$ cat src/rtl/mdu_pkg.sv
package mdu_pkg;

  localparam logic [1:0] PAR_EVEN = 2'd1;
  localparam logic [1:0] PAR_ODD  = 2'd2;

  typedef enum logic [2:0] {
    TX_IDLE, TX_START, TX_DATA, TX_FLAG, TX_PAR, TX_STOP
  } txPhase_t;

  typedef enum logic [2:0] {
    RX_IDLE, RX_START, RX_DATA, RX_FLAG, RX_PAR, RX_STOP
  } rxPhase_t;

  // strobes from control to datapath, each valid for one cycle
  typedef struct packed {
    logic txLoad;   // move holding register into shifter
    logic txShift;  // advance to next data bit
    logic rxClear;  // start bit confirmed, clear assembly
    logic rxBit;    // sample a data bit at rxBitIdx
    logic rxFlag;   // sample the address flag
    logic rxPar;    // sample the parity bit
    logic rxDone;   // sample stop bit and finish the frame
  } strobe_t;

endpackage

$ cat src/rtl/mdu_ctrl.sv
module mdu_ctrl
  import mdu_pkg::*;
#(
  parameter int DATA_W     = 8,
  parameter int MIN_BITS   = 5,
  parameter int OVERSAMPLE = 16,
  localparam int SEL_W     = $clog2(DATA_W - MIN_BITS + 1),
  localparam int IDX_W     = $clog2(DATA_W)
) (
  input  logic             clk,
  input  logic             rstN,
  input  logic             tick,
  input  logic             txHoldFull,
  input  logic             rxLine,
  input  logic [SEL_W-1:0] cfgDataBits,
  input  logic [1:0]       cfgParity,
  input  logic             cfgTwoStop,
  input  logic             cfgNineBit,
  output strobe_t          stb,
  output txPhase_t         txPhase,
  output logic [IDX_W-1:0] rxBitIdx,
  output logic             txIdle
);

  localparam int SUB_W = $clog2(OVERSAMPLE);
  localparam logic [SUB_W-1:0] SUB_MAX  = SUB_W'(OVERSAMPLE - 1);
  localparam logic [SUB_W-1:0] HALF_CHK = SUB_W'(OVERSAMPLE / 2 - 1);

  txPhase_t         txState;
  rxPhase_t         rxState;
  logic [SUB_W-1:0] txSub, rxSub;
  logic [IDX_W-1:0] txCnt, rxCnt;

  logic [IDX_W-1:0] lastIdx;
  logic [IDX_W-1:0] lastStop;
  logic             parOn;
  logic             txBitEnd, rxBitEnd, txFrameEnd;

  assign lastIdx    = IDX_W'(MIN_BITS - 1) + IDX_W'(cfgDataBits);
  assign lastStop   = IDX_W'(cfgTwoStop);
  assign parOn      = (cfgParity == PAR_EVEN) || (cfgParity == PAR_ODD);
  assign txBitEnd   = tick && (txSub == SUB_MAX);
  assign rxBitEnd   = tick && (rxSub == SUB_MAX);
  assign txFrameEnd = txBitEnd && (txState == TX_STOP) && (txCnt == lastStop);

  // transmit sequencing
  always_ff @(posedge clk or negedge rstN) begin
    if (!rstN) begin
      txState <= TX_IDLE;
      txSub   <= '0;
      txCnt   <= '0;
    end else if (tick) begin
      if (txState == TX_IDLE) begin
        if (txHoldFull) begin
          txState <= TX_START;
          txSub   <= '0;
        end
      end else begin
        txSub <= (txSub == SUB_MAX) ? '0 : txSub + 1'b1;
        if (txSub == SUB_MAX) begin
          unique case (txState)
            TX_START: begin
              txState <= TX_DATA;
              txCnt   <= '0;
            end
            TX_DATA: begin
              if (txCnt == lastIdx) begin
                txCnt   <= '0;
                txState <= cfgNineBit ? TX_FLAG : (parOn ? TX_PAR : TX_STOP);
              end else begin
                txCnt <= txCnt + 1'b1;
              end
            end
            TX_FLAG: txState <= parOn ? TX_PAR : TX_STOP;
            TX_PAR:  txState <= TX_STOP;
            TX_STOP: begin
              if (txCnt == lastStop) begin
                txCnt   <= '0;
                txState <= txHoldFull ? TX_START : TX_IDLE;
              end else begin
                txCnt <= txCnt + 1'b1;
              end
            end
            default: txState <= TX_IDLE;
          endcase
        end
      end
    end
  end

  // receive sequencing
  always_ff @(posedge clk or negedge rstN) begin
    if (!rstN) begin
      rxState <= RX_IDLE;
      rxSub   <= '0;
      rxCnt   <= '0;
    end else if (tick) begin
      unique case (rxState)
        RX_IDLE: begin
          if (!rxLine) begin
            rxState <= RX_START;
            rxSub   <= '0;
          end
        end
        RX_START: begin
          if (rxSub == HALF_CHK) begin
            rxSub   <= '0;
            rxCnt   <= '0;
            rxState <= rxLine ? RX_IDLE : RX_DATA;
          end else begin
            rxSub <= rxSub + 1'b1;
          end
        end
        default: begin
          rxSub <= (rxSub == SUB_MAX) ? '0 : rxSub + 1'b1;
          if (rxSub == SUB_MAX) begin
            unique case (rxState)
              RX_DATA: begin
                if (rxCnt == lastIdx) begin
                  rxState <= cfgNineBit ? RX_FLAG : (parOn ? RX_PAR : RX_STOP);
                end else begin
                  rxCnt <= rxCnt + 1'b1;
                end
              end
              RX_FLAG: rxState <= parOn ? RX_PAR : RX_STOP;
              RX_PAR:  rxState <= RX_STOP;
              default: rxState <= RX_IDLE;
            endcase
          end
        end
      endcase
    end
  end

  always_comb begin
    stb         = '0;
    stb.txLoad  = tick && txHoldFull && ((txState == TX_IDLE) || txFrameEnd);
    stb.txShift = txBitEnd && (txState == TX_DATA);
    stb.rxClear = tick && (rxState == RX_START) && (rxSub == HALF_CHK) && !rxLine;
    stb.rxBit   = rxBitEnd && (rxState == RX_DATA);
    stb.rxFlag  = rxBitEnd && (rxState == RX_FLAG);
    stb.rxPar   = rxBitEnd && (rxState == RX_PAR);
    stb.rxDone  = rxBitEnd && (rxState == RX_STOP);
  end

  assign txPhase  = txState;
  assign rxBitIdx = rxCnt;
  assign txIdle   = (txState == TX_IDLE);

endmodule

$ cat src/rtl/mdu_datapath.sv
module mdu_datapath
  import mdu_pkg::*;
#(
  parameter int DATA_W      = 8,
  parameter int MIN_BITS    = 5,
  parameter int DIV_W       = 16,
  parameter int SYNC_STAGES = 2,
  localparam int SEL_W      = $clog2(DATA_W - MIN_BITS + 1),
  localparam int IDX_W      = $clog2(DATA_W)
) (
  input  logic              clk,
  input  logic              rstN,
  input  logic [DIV_W-1:0]  cfgDivisor,
  input  logic [SEL_W-1:0]  cfgDataBits,
  input  logic [1:0]        cfgParity,
  input  logic              cfgNineBit,
  input  logic [DATA_W-1:0] cfgStationAddr,
  input  strobe_t           stb,
  input  txPhase_t          txPhase,
  input  logic [IDX_W-1:0]  rxBitIdx,
  input  logic              txWrEn,
  input  logic [DATA_W-1:0] txWrData,
  input  logic              txWrAddr,
  input  logic              rxRdEn,
  input  logic              rxd,
  output logic              tick,
  output logic              txHoldFull,
  output logic              rxLine,
  output logic              txd,
  output logic [DATA_W-1:0] rxRdData,
  output logic              rxRdAddr,
  output logic              rxReady,
  output logic              rxFrameErr,
  output logic              rxParityErr,
  output logic              rxOverrun
);

  localparam int SPAN = DATA_W - MIN_BITS;

  function automatic logic calcPar(input logic [DATA_W-1:0] d, input logic f,
                                   input logic [1:0] mode);
    logic p;
    p = ^{d, f};
    return (mode == PAR_ODD) ? ~p : p;
  endfunction

  // bit-rate tick
  logic [DIV_W-1:0] divCnt;
  assign tick = (divCnt >= cfgDivisor);

  always_ff @(posedge clk or negedge rstN) begin
    if (!rstN) divCnt <= '0;
    else       divCnt <= tick ? '0 : divCnt + 1'b1;
  end

  logic [DATA_W-1:0] dataMask;
  logic              parOn;
  assign dataMask = {DATA_W{1'b1}} >> (SPAN - int'(cfgDataBits));
  assign parOn    = (cfgParity == PAR_EVEN) || (cfgParity == PAR_ODD);

  // transmit holding register and shifter
  logic [DATA_W-1:0] txHold, txShiftReg, txHoldMasked;
  logic              txHoldFlag, txFlagReg, txParBit, txFlagEff;

  assign txHoldMasked = txHold & dataMask;
  assign txFlagEff    = txHoldFlag & cfgNineBit;

  always_ff @(posedge clk or negedge rstN) begin
    if (!rstN) begin
      txHold     <= '0;
      txHoldFlag <= 1'b0;
      txHoldFull <= 1'b0;
      txShiftReg <= '0;
      txFlagReg  <= 1'b0;
      txParBit   <= 1'b0;
    end else begin
      if (stb.txLoad) begin
        txShiftReg <= txHoldMasked;
        txFlagReg  <= txFlagEff;
        txParBit   <= calcPar(txHoldMasked, txFlagEff, cfgParity);
        txHoldFull <= 1'b0;
      end else if (stb.txShift) begin
        txShiftReg <= txShiftReg >> 1;
      end
      if (txWrEn && !txHoldFull) begin
        txHold     <= txWrData;
        txHoldFlag <= txWrAddr;
        txHoldFull <= 1'b1;
      end
    end
  end

  always_comb begin
    unique case (txPhase)
      TX_START: txd = 1'b0;
      TX_DATA:  txd = txShiftReg[0];
      TX_FLAG:  txd = txFlagReg;
      TX_PAR:   txd = txParBit;
      default:  txd = 1'b1;
    endcase
  end

  // receive input synchroniser
  logic [SYNC_STAGES-1:0] syncReg;
  generate
    if (SYNC_STAGES == 1) begin : g_sync1
      always_ff @(posedge clk or negedge rstN) begin
        if (!rstN) syncReg <= '1;
        else       syncReg <= rxd;
      end
    end else begin : g_syncN
      always_ff @(posedge clk or negedge rstN) begin
        if (!rstN) syncReg <= '1;
        else       syncReg <= {syncReg[SYNC_STAGES-2:0], rxd};
      end
    end
  endgenerate
  assign rxLine = syncReg[SYNC_STAGES-1];

  // receive assembly
  logic [DATA_W-1:0] rxShiftReg;
  logic              rxFlagReg, rxParReg;

  always_ff @(posedge clk or negedge rstN) begin
    if (!rstN) begin
      rxShiftReg <= '0;
      rxFlagReg  <= 1'b0;
      rxParReg   <= 1'b0;
    end else if (stb.rxClear) begin
      rxShiftReg <= '0;
      rxFlagReg  <= 1'b0;
      rxParReg   <= 1'b0;
    end else begin
      if (stb.rxBit)  rxShiftReg[rxBitIdx] <= rxLine;
      if (stb.rxFlag) rxFlagReg <= rxLine;
      if (stb.rxPar)  rxParReg  <= rxLine;
    end
  end

  // frame completion, station filter and holding register
  logic accept, keep, addrHit, parBad;
  assign addrHit = (rxShiftReg == cfgStationAddr);
  assign parBad  = parOn && (rxParReg != calcPar(rxShiftReg, rxFlagReg, cfgParity));
  assign keep    = !cfgNineBit || (rxFlagReg ? addrHit : accept);

  always_ff @(posedge clk or negedge rstN) begin
    if (!rstN) begin
      accept      <= 1'b0;
      rxRdData    <= '0;
      rxRdAddr    <= 1'b0;
      rxFrameErr  <= 1'b0;
      rxParityErr <= 1'b0;
      rxReady     <= 1'b0;
      rxOverrun   <= 1'b0;
    end else begin
      if (rxRdEn) begin
        rxReady   <= 1'b0;
        rxOverrun <= 1'b0;
      end
      if (stb.rxDone) begin
        if (cfgNineBit && rxFlagReg) accept <= addrHit;
        if (keep) begin
          if (rxReady && !rxRdEn) begin
            rxOverrun <= 1'b1;
          end else begin
            rxRdData    <= rxShiftReg;
            rxRdAddr    <= rxFlagReg;
            rxFrameErr  <= !rxLine;
            rxParityErr <= parBad;
            rxReady     <= 1'b1;
          end
        end
      end
    end
  end

endmodule

$ cat src/rtl/mdrop_uart.sv
module mdrop_uart
  import mdu_pkg::*;
#(
  parameter int DATA_W      = 8,
  parameter int MIN_BITS    = 5,
  parameter int DIV_W       = 16,
  parameter int OVERSAMPLE  = 16,
  parameter int SYNC_STAGES = 2,
  localparam int SEL_W      = $clog2(DATA_W - MIN_BITS + 1),
  localparam int IDX_W      = $clog2(DATA_W)
) (
  input  logic              clk,
  input  logic              rstN,
  input  logic [DIV_W-1:0]  cfgDivisor,
  input  logic [SEL_W-1:0]  cfgDataBits,
  input  logic [1:0]        cfgParity,
  input  logic              cfgTwoStop,
  input  logic              cfgNineBit,
  input  logic [DATA_W-1:0] cfgStationAddr,
  input  logic              txWrEn,
  input  logic [DATA_W-1:0] txWrData,
  input  logic              txWrAddr,
  output logic              txHoldEmpty,
  output logic              txIdle,
  output logic              txd,
  input  logic              rxd,
  input  logic              rxRdEn,
  output logic [DATA_W-1:0] rxRdData,
  output logic              rxRdAddr,
  output logic              rxReady,
  output logic              rxFrameErr,
  output logic              rxParityErr,
  output logic              rxOverrun
);

  strobe_t          stb;
  txPhase_t         txPhase;
  logic [IDX_W-1:0] rxBitIdx;
  logic             tick, txHoldFull, rxLine;

  mdu_ctrl #(
    .DATA_W(DATA_W), .MIN_BITS(MIN_BITS), .OVERSAMPLE(OVERSAMPLE)
  ) u_ctrl (
    .clk(clk), .rstN(rstN), .tick(tick), .txHoldFull(txHoldFull),
    .rxLine(rxLine), .cfgDataBits(cfgDataBits), .cfgParity(cfgParity),
    .cfgTwoStop(cfgTwoStop), .cfgNineBit(cfgNineBit), .stb(stb),
    .txPhase(txPhase), .rxBitIdx(rxBitIdx), .txIdle(txIdle)
  );

  mdu_datapath #(
    .DATA_W(DATA_W), .MIN_BITS(MIN_BITS), .DIV_W(DIV_W), .SYNC_STAGES(SYNC_STAGES)
  ) u_dp (
    .clk(clk), .rstN(rstN), .cfgDivisor(cfgDivisor), .cfgDataBits(cfgDataBits),
    .cfgParity(cfgParity), .cfgNineBit(cfgNineBit), .cfgStationAddr(cfgStationAddr),
    .stb(stb), .txPhase(txPhase), .rxBitIdx(rxBitIdx), .txWrEn(txWrEn),
    .txWrData(txWrData), .txWrAddr(txWrAddr), .rxRdEn(rxRdEn), .rxd(rxd),
    .tick(tick), .txHoldFull(txHoldFull), .rxLine(rxLine), .txd(txd),
    .rxRdData(rxRdData), .rxRdAddr(rxRdAddr), .rxReady(rxReady),
    .rxFrameErr(rxFrameErr), .rxParityErr(rxParityErr), .rxOverrun(rxOverrun)
  );

  assign txHoldEmpty = !txHoldFull;

endmodule

$ cat config.mk
export PLATFORM = sky130hd
export DESIGN_NAME = mdrop_uart
export DESIGN_NICKNAME = d
export VERILOG_FILES = /design/src/rtl/mdu_pkg.sv /design/src/rtl/mdu_ctrl.sv /design/src/rtl/mdu_datapath.sv /design/src/rtl/mdrop_uart.sv
export SDC_FILE = /design/constraint.sdc
export NUM_CORES = 1
export LEC_CHECK = 0
export CORE_ASPECT_RATIO = 1.1
export CORE_UTILIZATION = 45
export CTS_CLUSTER_DIAMETER = 50
export CTS_CLUSTER_SIZE = 20
export DETAILED_ROUTE_END_ITERATION = 6
export HOLD_SLACK_MARGIN = 0.03
export PLACE_DENSITY = 0.74
export SLEW_MARGIN = 20
export SYNTH_ARGS = -nofsm -noshare
export SYNTH_HDL_FRONTEND = slang
export SYNTH_SLANG_ARGS = --single-unit
$ cat constraint.sdc
create_clock -name clk -period 5.9 [get_ports clk]
set_input_delay 1.475 -clock clk [delete_from_list [all_inputs] [get_ports clk]]
set_output_delay 1.475 -clock clk [all_outputs]
set_load 0.05 [all_outputs]
==> flow_summary.json <==
{
  "clk_pin_slew_ps": 80,
  "drt-initial-drc-count": 138,
  "synth_nets": 534,
  "start_util_pct": 47.27,
  "cts_max_path_buffers": 2,
  "synth_mux_area_share_pct": 10.69,
  "die-area_mm2": 0.01095,
  "final_hold_viol_count": 0,
  "r2r-start": "u_dp.divCnt[13]",
  "synth_cells": 468,
  "synth_area_mm2": 0.004742,
  "ys_warn_count": 0,
  "finClkSkew_ps": 8.858,
  "via_count": 3618,
  "peakVddDrop_uv": 312.0,
  "grt_pass1_vias": 3568,
  "required_ps": 6130,
  "setup_tns_ps": 0,
  "cp.arrival_ps": 4420,
  "holdBufCountCts": 0,
  "track_usage_pct": 18.38,
  "synth_compound_area_share_pct": 12.90,
  "fp.dieW_um": 99.88,
  "htreeDepth": 3,
  "async_flop_share_pct": 100.0,
  "dp_hpwl_um": 6883,
  "antenna_cells": 0,
  "setup_violations": 0,
  "post_cts_resized": 0,
  "cts_num_sinks": 82,
  "drc": 0,
  "leakage_nw": 2.515,
  "post-place-ws_ps": 1326,
  "max_slew_margin_pct": 38.22,
  "gp_congestion": 0.8333,
  "ios": 60,
  "period_needed_ps": 4184,
  "grt_max_degree": 83,
  "synthToLayoutAreaGrowth_pct": 19.45,
  "postCtsSetupBuffers": 0,
  "synth-xor-area-share_pct": 8.127,
  "hold_path_end": "u_dp.syncReg[1]",
  "endpoint_kind": "flip-flop",
  "hold_depth": 0,
  "routed_via_density": 5.416,
  "rows": 38,
  "fin_crit_sh_pct": 70.92,
  "ys_seq_area_share_pct": 43.32,
  "clockRootBuffer": "clkbuf_8",
  "antenna_found_initial": 0,
  "r2r_slack_ps": 2890,
  "drt-total-wl_um": 9277,
  "fillCellCount": 864,
  "syn_area_per_cell_um2": 10.13,
  "final_max_slew_viol_count": 0,
  "yosysUniqueCellTypes": 55,
  "min_from": "u_dp.syncReg[0]",
  "port_buffers": 59,
  "clock_latency_ps": 350,
  "drt.antenna.violating_nets": 0,
  "cts_buffers": 9,
  "synth_top_family_by_area": "simple AND/OR/NAND/NOR gates",
  "reg2reg_to": "u_dp.accept",
  "grt_remaining_overflow": 0,
  "grt_first_pass_wirelength_um": 15950,
  "rsz0062_at_grt": "false",
  "die_h_um": 109.7,
  "synth_seq_cells": 82,
  "cts_tree": "yes",
  "synth_fa_ha_area_share_pct": 5.805,
  "synth-edff-count": 0,
  "core-area_mm2": 0.01003,
  "yosys.area_share.simple_pct": 15.22,
  "power_density_mw_per_mm2": 334.1,
  "worstSetupPathType": "primary input to flip-flop",
  "clock.fmax_ghz": 0.2390,
  "nNetsFinal": 589,
  "worst_pin_slew_ps": 926.7,
  "status": "finished clean",
  "r2r_cells": 8,
  "critPathMaxFanout": 30,
  "setup_slack_ps": 1716,
  "hold_path.class": "flip-flop to flip-flop",
  "drt-pass1-iter-count": 4,
  "wl_per_cell_um": 13.89,
  "drive_gt1_share_pct": 12.88,
  "start_kind": "primary input",
  "ys.flop_type": "dfrtp_1",
  "cap_violations": 0
}
[power breakdown]
part	leakage [nW]	internal, mW	switching (mW)
sequential	1.05	0.689	0.147
clock	0.0945	0.207	0.203
combinational	1.37	0.322	0.325
[cells in the mapped netlist (all sizes together), types with 10 or more instances]
| cell | count | area [um^2] |
|---|---|---|
| dfrtp | 80 | 2002 |
| mux2 | 37 | 416.7 |
| nor2 | 37 | 141.4 |
| xnor2 | 31 | 271.5 |
| inv | 29 | 108.9 |
| nand2 | 23 | 86.33 |
| a21oi | 22 | 110.1 |
| ha | 22 | 275.3 |
| nand3 | 18 | 90.09 |
| nor3 | 13 | 65.06 |
| o21ai | 13 | 68.82 |
| xor2 | 13 | 113.9 |
| clkbuf | 12 | 46.29 |
| and3 | 10 | 62.56 |
| nand2b | 10 | 62.56 |
[metrics by stage]
step | utilization (%) | power, mW | cells | hold slack [ps] | cell area (um^2)
floorplan | - | 1.318 | 468 | 345.2 | 4742
global placement | 54.39 | 1.473 | 652 | 346.5 | 5456
detailed placement | 54.39 | 1.495 | 652 | 351.3 | 5456
CTS | 56.42 | 1.910 | 668 | 364.1 | 5660
global route | 56.46 | 2.033 | 668 | 366.8 | 5664
finish | 56.46 | 1.893 | 668 | 361.4 | 5664
[registers in the layout, summed over array words and instances (netlist names), 4 cells and up]
name	flops
u_dp.rxShiftReg	8
u_dp.divCnt	16
u_dp.rxRdData	8
u_dp.txHold	8
u_dp.txShiftReg	8
u_ctrl.txSub	4
u_ctrl.rxSub	4
[kinds of logic (layout without fill, tap and decap cells)]
logic type | Yosys count | count (layout)
XOR/XNOR | 44 | 44
AND/OR/NAND/NOR | 144 | 144
AO/OA/AOI/OAI | 83 | 83
buffers and inverters | 47 | 107
multiplexers | 46 | 46
adder cells (fa/ha/maj) | 22 | 22
flip-flops | 82 | 82
[worst max-delay path, cell delays in order]
cell and delay, ps:
clkdlybuf4s50_1 450, inv_1 40, ha_1 300, a21o_1 180, a21o_1 190, a2111oi_2 530, nand2_1 420, buf_4 360
nand3_1 120, mux2_2 340
[worst max-delay path by stage]
stage               depth (start not counted)           start                  to  slack (ps)
finish                                     10  cfgDivisor[13]         u_dp.accept        1720
global route                               10  cfgDivisor[13]         u_dp.accept        1540
CTS                                        10  cfgDivisor[13]         u_dp.accept        1690
detailed placement                         10  cfgDivisor[13]         u_dp.accept        1330
global placement                           10  cfgDivisor[13]    u_dp.rxRdData[5]        1420
floorplan                                   8  cfgDivisor[13]  u_dp.txShiftReg[0]        2220
[per-layer routing]
layer  part of all wire (%)  global-route usage (%)  up-vias  wire, um
li1                       -                       -     1788         -
met1                     45                   23.69     1741      4160
met2                     49                   31.77       80      4582
met3                    4.9                   3.497        9       450
met4                   0.89                   4.832        0        83
met5                      0                       0        -         0
[area by class of cell]
class	instances	area, um^2	share of cell area [%]
multi-input cells	339	2507	44.27
flip-flops and latches	82	2054	36.27
repair buffers	62	614.3	10.85
well taps	140	175.2	3.093
clock buffers	10	137.6	2.430
inverters	29	108.9	1.922
clock inverters	6	66.31	1.171
[layout by cell type (no fill, tap or decap), drive strengths merged, types with 13 or more instances in the layout]
| master | instances |
|---|---|
| ha | 22 |
| inv | 29 |
| nand2 | 23 |
| o21ai | 13 |
| mux2 | 37 |
| nor2 | 37 |
| clkdlybuf4s50 | 58 |
| xnor2 | 31 |
| xor2 | 13 |
| dfrtp | 80 |
| nand3 | 18 |
| a21oi | 22 |
| nor3 | 13 |
Power figures use the tool's default switching activity.
